--- src/rtl/crt_pkg.sv ---
package crt_pkg;
  typedef enum logic [1:0] {
    MODE_CAPTURE = 2'd0,
    MODE_RELOAD  = 2'd1,
    MODE_UPDOWN  = 2'd2,
    MODE_CAPALT  = 2'd3
  } mode_e;

  localparam logic [1:0] ADDR_COUNT = 2'd0;
  localparam logic [1:0] ADDR_REG   = 2'd1;
  localparam logic [1:0] ADDR_CTRL  = 2'd2;
  localparam logic [1:0] ADDR_CLR   = 2'd3;

  localparam int CTRL_EXT_BIT  = 2;
  localparam int CTRL_CKO_BIT  = 3;
  localparam int CTRL_RUN_BIT  = 4;
  localparam int CTRL_W        = 5;
endpackage

--- src/rtl/crt_sync.sv ---
module crt_sync #(
  parameter int STAGES = 2
) (
  input  logic clk,
  input  logic rst,
  input  logic d,
  output logic level,
  output logic fall
);
  logic [STAGES:0] sr;

  always_ff @(posedge clk) begin
    if (rst) sr <= '0;
    else     sr <= {sr[STAGES-1:0], d};
  end

  assign level = sr[STAGES-1];
  assign fall  = sr[STAGES] & ~sr[STAGES-1];
endmodule

--- src/rtl/crt_core.sv ---
module crt_core
  import crt_pkg::*;
#(
  parameter int W = 16
) (
  input  logic         clk,
  input  logic         rst,
  input  logic [1:0]   mode,
  input  logic         run,
  input  logic         cnt_evt,
  input  logic         dir_up,
  input  logic         ctl_fall,
  input  logic         wr_cnt,
  input  logic         wr_reg,
  input  logic         clr_flag,
  input  logic [W-1:0] wr_data,
  output logic [W-1:0] count,
  output logic [W-1:0] regv,
  output logic         ovf_flag,
  output logic         ovf_evt
);
  localparam logic [W-1:0] ALL_ONES = '1;

  logic is_capture, is_reload, is_updown;
  logic going_up, at_max, at_floor, wrap, reload_hit;
  logic [W-1:0] count_nx;

  assign is_updown  = (mode == MODE_UPDOWN);
  assign is_reload  = (mode == MODE_RELOAD);
  assign is_capture = ~is_updown & ~is_reload;

  assign going_up   = is_updown ? dir_up : 1'b1;
  assign at_max     = (count == ALL_ONES);
  assign at_floor   = (count == regv);
  assign wrap       = going_up ? at_max : at_floor;
  assign reload_hit = run & is_reload & ctl_fall;
  assign ovf_evt    = run & cnt_evt & wrap & ~wr_cnt & ~reload_hit;

  always_comb begin
    count_nx = count;
    if (wr_cnt)                 count_nx = wr_data;
    else if (reload_hit)        count_nx = regv;
    else if (run && cnt_evt) begin
      if (going_up)             count_nx = at_max ? (is_capture ? '0 : regv) : count + 1'b1;
      else                      count_nx = at_floor ? ALL_ONES : count - 1'b1;
    end
  end

  always_ff @(posedge clk) begin
    if (rst) begin
      count    <= '0;
      regv     <= '0;
      ovf_flag <= 1'b0;
    end else begin
      count <= count_nx;
      if (wr_reg)                       regv <= wr_data;
      else if (is_capture && ctl_fall)  regv <= count;
      if (ovf_evt)                      ovf_flag <= 1'b1;
      else if (clr_flag)                ovf_flag <= 1'b0;
    end
  end
endmodule

--- src/rtl/crt_timer.sv ---
module crt_timer
  import crt_pkg::*;
#(
  parameter int W           = 16,
  parameter int SYNC_STAGES = 2
) (
  input  logic         clk,
  input  logic         rst,
  input  logic         wr_en,
  input  logic [1:0]   wr_addr,
  input  logic [W-1:0] wr_data,
  input  logic         tick_en,
  input  logic         cnt_pin_i,
  input  logic         ctl_pin_i,
  output logic         cnt_pin_o,
  output logic         cnt_pin_oe,
  output logic [W-1:0] count_o,
  output logic [W-1:0] regv_o,
  output logic         ovf_o
);
  logic [CTRL_W-1:0] ctrl;
  logic [1:0] mode;
  logic ext_src, clk_out_en, run;
  logic cnt_level, cnt_fall, ctl_level, ctl_fall;
  logic cnt_evt, dir_up, ovf_evt, clk_tgl;

  always_ff @(posedge clk) begin
    if (rst) begin
      ctrl    <= '0;
      clk_tgl <= 1'b0;
    end else begin
      if (wr_en && wr_addr == ADDR_CTRL) ctrl <= wr_data[CTRL_W-1:0];
      if (ovf_evt) clk_tgl <= ~clk_tgl;
    end
  end

  assign mode       = ctrl[1:0];
  assign ext_src    = ctrl[CTRL_EXT_BIT];
  assign clk_out_en = ctrl[CTRL_CKO_BIT];
  assign run        = ctrl[CTRL_RUN_BIT];

  crt_sync #(.STAGES(SYNC_STAGES)) u_cnt_sync (
    .clk(clk), .rst(rst), .d(cnt_pin_i), .level(cnt_level), .fall(cnt_fall)
  );
  crt_sync #(.STAGES(SYNC_STAGES)) u_ctl_sync (
    .clk(clk), .rst(rst), .d(ctl_pin_i), .level(ctl_level), .fall(ctl_fall)
  );

  assign cnt_evt = (ext_src && !clk_out_en) ? cnt_fall : tick_en;
  assign dir_up  = ctl_level;

  crt_core #(.W(W)) u_core (
    .clk(clk), .rst(rst), .mode(mode), .run(run), .cnt_evt(cnt_evt),
    .dir_up(dir_up), .ctl_fall(ctl_fall),
    .wr_cnt(wr_en && wr_addr == ADDR_COUNT),
    .wr_reg(wr_en && wr_addr == ADDR_REG),
    .clr_flag(wr_en && wr_addr == ADDR_CLR),
    .wr_data(wr_data), .count(count_o), .regv(regv_o),
    .ovf_flag(ovf_o), .ovf_evt(ovf_evt)
  );

  assign cnt_pin_o  = clk_out_en & clk_tgl;
  assign cnt_pin_oe = clk_out_en;

  logic unused_lvl;
  assign unused_lvl = cnt_level;
endmodule

--- config.mk ---
export PLATFORM = sky130hd
export DESIGN_NAME = crt_timer
export DESIGN_NICKNAME = d
export VERILOG_FILES = /design/src/rtl/crt_pkg.sv /design/src/rtl/crt_sync.sv /design/src/rtl/crt_core.sv /design/src/rtl/crt_timer.sv
export SDC_FILE = /design/constraint.sdc
export NUM_CORES = 1
export LEC_CHECK = 0
export ABC_CLOCK_PERIOD_IN_PS = 2600
export BUFFER_PORTS_ARGS = -buffer_cell sky130_fd_sc_hd__buf_4
export CAP_MARGIN = 10
export CELL_PAD_IN_SITES_DETAIL_PLACEMENT = 0
export CELL_PAD_IN_SITES_GLOBAL_PLACEMENT = 1
export CORE_ASPECT_RATIO = 1.25
export CORE_UTILIZATION = 32
export CTS_BUF_LIST = sky130_fd_sc_hd__clkbuf_4
export CTS_CLUSTER_DIAMETER = 40
export CTS_CLUSTER_SIZE = 28
export DETAILED_ROUTE_END_ITERATION = 8
export GPL_TIMING_DRIVEN = 0
export MAX_ROUTING_LAYER = met4
export PLACE_DENSITY_LB_ADDON = 0.05
export SYNTH_ARGS = -nofsm -noshare
export SYNTH_HDL_FRONTEND = slang
export SYNTH_HIERARCHICAL = 1
export SYNTH_SLANG_ARGS = --single-unit
--- constraint.sdc ---
create_clock -name clk -period 2.6 [get_ports clk]
set_input_delay 0.39 -clock clk [delete_from_list [all_inputs] [get_ports clk]]
set_output_delay 0.39 -clock clk [all_outputs]
set_load 0.005 [all_outputs]
==> summary.md <==
| Metric | Value |
|---|---|
| Outcome | `finished, final reports clean` |
| Worst slew margin | `about half` |
| Most common cell after layout, fill and taps aside | `buf_4` |
| Worst-Skew Late Latency | `370 ps` |
| Drt wl/cell | `~21 um` |
| Sink Count | `45` |
| Critical path fanouts, max | `8` |
| Post-Synthesis Net Count | `455` |
| Drt first pass iters | `5` |
| Min-delay worst type | `in2reg` |
| Flops & latches, synth | `45` |
| Die Area | `11,200 um^2` |
| Nets | `520` |
| Largest net degree at the start of global routing | `14` |
| Num CTS Buffers | `5` |
| GR Overflow Total | `0` |
| Synth Warn # | `6` |
| Crit path DAT | `2750 ps` |
| Gate Count Post-Synth | `427` |
| H-tree level count | `2` |
| Via Count | `3,569` |
| Crit. Startpoint | `u_core/count[0]$_SDFFE_PP0P_` |
| Final Total Pwr | `1.75 mW` |
| Antenna violations before repair | `0` |
| Seq/Total Area, Yosys | `26.2%` |
| RSZ-0062 raised after global routing | `no` |
| Max VDD drop | `0.185 mV` |
| Most frequent cells in the layout | `buf_4 (61), dfxtp_1 (45), nor2_1 (43), nand2_1 (26), xor2_1 (25)` |
| Gpl congestion | `0.905` |
| Max Cap Viol | `0` |
| Setup violators final | `0` |
| Vias in the first global route | `between 3,000 and 4,000` |
| GRT Util Overall | `25.1%` |
| DP Wirelength | `10,100 um` |
| Root Driver | `clkbuf_4` |
| Main synth FF type | `dfxtp_1` |
| DRT iter0 DRCs | `just over 200` |
| Post-CTS Setup Repair Bufs | `0` |
| Post-synth EDFFs | `0` |
| Top achievable clock speed | `0.405 GHz` |
| Asr flop ratio synth | `0%` |
| Req. time, crit path | `2880 ps` |
| CTS tree | `done` |
| Share of layout cells above drive strength 1 | `about a quarter` |
| Final Hold Viols | `0` |
| Overall routed net length | `roughly 13,000 um` |
| Post-synthesis cell type count | `68` |
| Row count | `41` |
| DRT antenna net count | `0` |
| Final Core Density | `40.3%` |
| IO Pins | `59` |
| Die width | `94.7 um` |
| Tmin final | `roughly 2500 ps` |
| Clk_skew | `23.3 ps` |
| Final period util | `95.1%` |
| Core ar. | `roughly 10,000 um^2` |
| Syn avg cell area | `8.06 um^2` |
| Vias per inst | `between 5 and 6` |
| Pwr dens | `422 nW/um^2` |
| Initial Util | `33.5%` |
| Chip height | `118 um` |
| CP endpoint kind | `flip-flop` |
| DRC | `0` |
| Startpoint Class | `flip-flop` |
| Final Max Slew Viols | `0` |
| IO buf count | `58` |
| Hold_sp | `ctl_pin_i` |
| CP Class | `reg2reg` |
| CTS clk-pin slew, worst paths | `160 ps` |
| Worst slew pin tran | `747 ps` |
| Post-Syn Area | `3440 um^2` |
| Worst r2r src | `u_core/count[0]$_SDFFE_PP0P_` |
| Global-route wire length before repair | `20,400 um` |
| Clock Tree Buf Depth | `2` |
| Ant. Diodes | `0` |
| Area delta synth->final | `20.3%` |
| Leakage | `1.68 nW` |
-- sequential cells by signal, summed over array words and instances (netlist names) --
register	cells
u_ctl_sync/sr	3
u_cnt_sync/sr	3
u_core/regv	16
u_core/ovf_flag	1
u_core/count	16
ctrl	5
clk_tgl	1
-- layer usage --
layer	track usage (%)	routed length [um]	up-vias
met5	-	0	-
met4	10.6	491	0
met3	3.81	730	40
met2	42.9	6660	144
met1	28.4	5300	1719
li1	-	-	1666
-- worst max-delay path, stage by stage, from the launching register on --
cell	delay, ps
dfxtp_1	350
buf_2	190
inv_1	100
ha_2	220
or4b_4	510
nor2_4	180
and3_1	190
xor2_1	170
o22ai_1	160
a311oi_1	330
-- metrics by stage --
stage / TNS, ps / setup WS, ps / cells / area [um^2] / hold WS (ps)
floorplan: 0 / 499 / 427 / 3440 / 414
global placement: -3800 / -465 / 614 / 4040 / 424
detailed placement: -3320 / -463 / 614 / 4040 / 425
CTS: 0 / 1.01 / 621 / 4110 / 211
global route: 0 / 10.6 / 621 / 4140 / 225
finish: 0 / 129 / 621 / 4140 / 236
-- repair_timing --
item / in CTS / in global routing
setup endpoints to repair: 5 / 9
hold buffers: 0 / 0
gates resized for setup: 3 / 9
pin swaps: 0 / 2
-- cell type report --
type,instances,area [um^2]
clock buffer,5,37.5
tap,129,161
buffer,37,181
sequential,45,901
timing repair buffer,58,435
fill,1102,6120
clock inverter,2,11.3
multi-input combinational,335,2370
inverter,10,37.5
-- cells in the mapped netlist, drive strengths merged (4+ instances only) --
cell,instances,area [um^2]
nor2,46,180
dfxtp,45,901
nand2,28,110
xor2,25,219
a211oi,23,178
mux2i,22,220
buf,20,116
o21ai,19,95.1
a21oi,17,85.1
clkbuf,17,63.8
nor3,15,86.3
nand2b,14,87.6
nand3,14,75.1
xnor2,12,105
inv,9,33.8
nand4,9,75.1
nor2b,8,50.1
nor4,8,83.8
a31oi,7,43.8
a2111oi,5,62.6
and2,5,31.3
and4,5,43.8
o221ai,5,43.8
and3,4,26.3
ha,4,50.1
-- final timing paths --
check	to	slack, ps	cells past startpoint
min	u_ctl_sync/sr[0]$_SDFF_PP0_	240	2
max reg2reg	u_core/count[14]$_SDFFE_PP0P_	130	9
min reg2reg	u_ctl_sync/sr[1]$_SDFF_PP0_	450	1
max	u_core/count[14]$_SDFFE_PP0P_	130	9
-- cell families (layout without fill, tap and decap cells) --
| kind of cell | count (synthesis) | count (layout) | share of synthesized area (%) |
|---|---|---|---|
| AOI/OAI and AO/OA | 95 | 95 | 19.5 |
| xor gates and xnor gates | 37 | 37 | 9.42 |
| adders and majority gates | 4 | 4 | 1.45 |
| buffers and inverters | 47 | 112 | 6.33 |
| DFF | 45 | 45 | 26.2 |
| muxes | 25 | 25 | 7.38 |
| and+or+nand+nor | 174 | 174 | 29.7 |
-- report_power, final --
group	switching, mW	internal (mW)	leakage [nW]
registers	0.0479	0.732	0.368
clock network	0.262	0.0980	0.0247
logic	0.347	0.262	1.29
Note: power is estimated with default switching activity, not from simulation.
